## config.mk

```make
export PLATFORM = sky130hd
export DESIGN_NAME = dram_bank_decoder
export DESIGN_NICKNAME = d
export VERILOG_FILES = /design/src/rtl/dram_dec_pkg.sv /design/src/rtl/ddec_map.sv /design/src/rtl/ddec_ma8.sv /design/src/rtl/dram_bank_decoder.sv
export SDC_FILE = /design/constraint.sdc
export NUM_CORES = 1
export LEC_CHECK = 0
export BUFFER_PORTS_ARGS = -buffer_cell sky130_fd_sc_hd__buf_2
export CAP_MARGIN = 20
export CELL_PAD_IN_SITES_DETAIL_PLACEMENT = 0
export CELL_PAD_IN_SITES_GLOBAL_PLACEMENT = 1
export CORE_AREA = 2 2 39 41
export DETAILED_ROUTE_END_ITERATION = 16
export DIE_AREA = 0 0 41 43
export PLACE_DENSITY = 0.5
export SETUP_SLACK_MARGIN = 0.15
export SKIP_CTS_REPAIR_TIMING = 1
export SLEW_MARGIN = 5
export SYNTH_ARGS = -nofsm -noshare
export SYNTH_HDL_FRONTEND = slang
export SYNTH_SLANG_ARGS = --single-unit
export TNS_END_PERCENT = 50
```

## constraint.sdc

```tcl
create_clock -name clk -period 1.5 [get_ports clk]
set_clock_uncertainty 0.2 [all_clocks]
set_input_delay 0.15 -clock clk [delete_from_list [all_inputs] [get_ports clk]]
set_output_delay 0.15 -clock clk [all_outputs]
set_load 0.02 [all_outputs]
```

## src/rtl/dram_dec_pkg.sv

```systemverilog
package dram_dec_pkg;
  localparam int ADDR_W = 4;
  localparam int GRP_W  = 2;

  // top-of-map test: is the 64 KB region index inside onboard memory
  function automatic logic map_hit(input logic [ADDR_W-1:0] a, input logic big);
    if (big) return !a[3] || (!a[2] && !a[1]);
    else     return !a[3] && !a[2];
  endfunction

  function automatic logic [GRP_W-1:0] map_grp(input logic [ADDR_W-1:0] a, input logic big);
    if (!big)     return a[1:0];
    else if (!a[3]) return {1'b0, a[2]};
    else          return {1'b1, a[0]};
  endfunction

  function automatic logic extra_bit(input logic [ADDR_W-1:0] a, input logic big, input logic row);
    if (!big) return 1'b0;
    return row ? a[0] : a[1];
  endfunction
endpackage

```

## src/rtl/ddec_map.sv

```systemverilog
module ddec_map
  import dram_dec_pkg::*;
(
  input  logic [ADDR_W-1:0] addr,
  input  logic              big,
  output logic              hit,
  output logic [GRP_W-1:0]  grp
);
  always_comb begin
    hit = map_hit(addr, big);
    grp = map_grp(addr, big);
  end
endmodule

```

## src/rtl/ddec_ma8.sv

```systemverilog
module ddec_ma8
  import dram_dec_pkg::*;
(
  input  logic [ADDR_W-1:0] addr,
  input  logic              big,
  input  logic              row,
  output logic              bit_out
);
  always_comb bit_out = extra_bit(addr, big, row);
endmodule

```

## src/rtl/dram_bank_decoder.sv

```systemverilog
module dram_bank_decoder
  import dram_dec_pkg::*;
(
  input  logic              clk,
  input  logic              rst_n,
  input  logic [ADDR_W-1:0] addr_hi,
  input  logic              addr_sel,
  input  logic              refresh_ack,
  input  logic              mode_640,
  input  logic              row_phase,
  output logic [GRP_W-1:0]  bank_grp,
  output logic              onboard_hit,
  output logic              data_buf_en,
  output logic              ras_all_grp,
  output logic              ma8
);
  logic             hit_c;
  logic [GRP_W-1:0] grp_c;
  logic             ma8_c;
  logic             buf_c;
  logic             armed;

  ddec_map u_map (.addr(addr_hi), .big(mode_640), .hit(hit_c), .grp(grp_c));
  ddec_ma8 u_ma8 (.addr(addr_hi), .big(mode_640), .row(row_phase), .bit_out(ma8_c));

  always_comb buf_c = hit_c && addr_sel && !refresh_ack;

  always_ff @(posedge clk) begin
    if (!rst_n) begin
      bank_grp    <= '0;
      onboard_hit <= 1'b0;
      data_buf_en <= 1'b0;
      ras_all_grp <= 1'b0;
      ma8         <= 1'b0;
      armed       <= 1'b0;
    end else begin
      bank_grp    <= grp_c;
      onboard_hit <= hit_c;
      data_buf_en <= buf_c;
      ras_all_grp <= refresh_ack;
      ma8         <= ma8_c;
      armed       <= 1'b1;
    end
  end


  small_map_limit_chk: assert property (@(posedge clk) disable iff (!rst_n)
    armed && !$past(mode_640) && ($past(addr_hi[3]) || $past(addr_hi[2])) |-> !onboard_hit);

  large_map_limit_chk: assert property (@(posedge clk) disable iff (!rst_n)
    armed && $past(mode_640) && $past(addr_hi[3]) && ($past(addr_hi[2]) || $past(addr_hi[1])) |-> !onboard_hit);

  upper_group_chk: assert property (@(posedge clk) disable iff (!rst_n)
    armed && onboard_hit && $past(mode_640) && $past(addr_hi[3]) |-> bank_grp[1]);

  buf_needs_hit_chk: assert property (@(posedge clk) disable iff (!rst_n)
    data_buf_en |-> onboard_hit);

  ma8_quiet_chk: assert property (@(posedge clk) disable iff (!rst_n)
    armed && !$past(mode_640) |-> !ma8);

  refresh_blocks_buf_chk: assert property (@(posedge clk) disable iff (!rst_n)
    ras_all_grp |-> !data_buf_en);
endmodule

```

==> qor.csv <==
metric,value,unit
Post-layout nets,52,
number of global-route vias before repair,185,
vias per cell,3.79,
syn_area_per_cell,10.8,µm²
synthesized cell area,216,µm²
Hold Slack,-0.0235,ns
row cnt,14,
antenna-violating nets left,0,
H-tree depth,1,
final setup TNS,0,ns
Worst VDD drop,0.000185,V
synth top area cells,"dfxtp_1, mux2i_1, nor2b_1",
Synthesized Nets,30,
"critical path fanouts, max",2,
status,"complete, but fails checks",
Die ar.,0.00176,mm²
largest net degree at the start of global routing,7,
Tot GR Track Use,6.31,%
layout cells sized above 1,47.5,%
CTS sink cnt,6,
setup repair after global routing missed its margin,no,
Setup Crit Path Kind,input pin to register,
Psw,82.2,µW
wire length per cell,8.55,µm
fillcell total,149,
CORE AREA,0.00138,mm²
crit path DAT,1.04,ns
Switching Share,22.2,%
fin crit period,1.10,ns
worst path required time,1.45,ns
Synth Register Bits,6,
"Seq/Total Area, Yosys",55.5,%
Highest Clock Rate,0.913,GHz
via count,212,
Final period util,73.0,%
total of max-cap violations,0,
Die Wd,41,µm
Yosys top cell by area,dfxtp_1,
final wirelength,479,µm
actual slew at the worst max-slew pin,0.190,ns
synth warn,0,
Worst Hold Depth,3,
drt pass-1 iters,4,
Ant. Diodes,0,
DR iter-0 viols,2,
DR DRC count,0,
Die Y,43,µm
CTS tree,yes,
global-route wire length before repair,662,µm
leakage,0.181,nW
CTS buffer count,3,
fin. max-slew vios,0,
I/O Buffers,15,
Pwr per Cell Area,1050,mW/mm²
Clock Tree Buf Depth,2,
HP Class,input pin to register,
Seq pwr share,46.2,%
Root Driver,clkbuf_4,
Clock Power Share,37.9,%
IO Pins,16,
number of library cell types mapped by synthesis,11,
failing checks,negative hold slack,
Int Power,288,µW
CP endpoint kind,register,
synth-to-layout area growth,63.6,%
fin util,25.6,%
max_slew headroom,87.2,%
final RePlAce weighted congestion,0.555,
initial core utilization,15.6,%
Post-Synthesis Cells,20,
initial antenna violation count,0,
Gate power share,15.9,%
clock transition at the registers of the reported paths,0.04,ns
CP Launch Type,input pin,
Final setup viols,0,
grt total ovfl,0,
final hold viol count,4,
top-area cell type share of the netlist area,55.5,%
[power by group through the flow]
| stage | sequential (mW) | combinational [mW] | clock (mW) |
|---|---|---|---|
| 6_report | 0.171 | 0.0588 | 0.140 |
| 4_1_cts | 0.171 | 0.0557 | 0.150 |
| 3_5_place_dp | 0.174 | 0.0554 | 0 |
| 5_1_grt | 0.172 | 0.0652 | 0.152 |
| 2_1_floorplan | 0.186 | 0.0163 | 0 |
| 3_3_place_gp | 0.173 | 0.0559 | 0 |
[routing by layer]
layer  global-route usage [%]  wire, µm
met3                     1.57        73
met4                     10.0         0
met1                     6.39       228
met2                     7.81       177
met5                        0         0
[Yosys cell counts, drive strengths merged]
| master | instances |
|---|---|
| nand2 | 1 |
| a21oi | 1 |
| dfxtp | 6 |
| o21ai | 1 |
| nor2 | 2 |
| nor4bb | 1 |
| and2b | 2 |
| and2 | 1 |
| mux2i | 3 |
| nor2b | 2 |
[per-stage QoR]
stage	instance area, µm²	std cells	power [mW]	setup slack [ns]
after floorplan	216	20	0.202	0.618
after global placement	312	51	0.229	0.456
after detailed placement	312	51	0.229	0.447
after CTS	334	54	0.377	0.437
after global routing	354	56	0.389	0.360
final	354	56	0.370	0.404
[critical path, cell delays in order]
cell and delay (ns):
dlygate4sd3_1 0.53, buf_2 0.13, nor4bb_1 0.23
[final timing paths]
| check | startpoint | to | slack (ns) |
|---|---|---|---|
| setup / recovery | refresh_ack | data_buf_en | 0.40 |
| hold / removal | mode_640 | ma8 | -0.02 |
[logic make-up after synthesis]
group           count (synthesis)  share of synthesized area, %
mux                             3                          13.9
simple gates                    9                          26.0
flops                           6                          55.5
compound gates                  2                          4.62
[layout by cell type, fill, tap and decap left out]
master	instances
buf_2	15
dfxtp_1	6
mux2i_1	3
clkbuf_4	3
nor2_1	2
nor2b_1	2
dlygate4sd3_1	2
nand2_1	1
and2b_1	1
o21ai_1	1
a21oi_1	1
and2b_2	1
nor4bb_1	1
and2_1	1
[cell type report]
cell class	instances	area, µm²	area share [%]
Clock buffer	3	22.5	6.36
Multi-Input combinational cell	14	96.3	27.2
Sequential cell	6	120	33.9
Tap cell	16	20.0	5.65
Timing Repair Buffer	17	95.1	26.9
[flip-flops by register name, indices dropped and copies added (netlist names)]
| register | count |
|---|---|
| ras_all_grp | 1 |
| data_buf_en | 1 |
| ma8 | 1 |
| onboard_hit | 1 |
| bank_grp | 2 |
No activity file was read; power rests on OpenSTA's default activity.
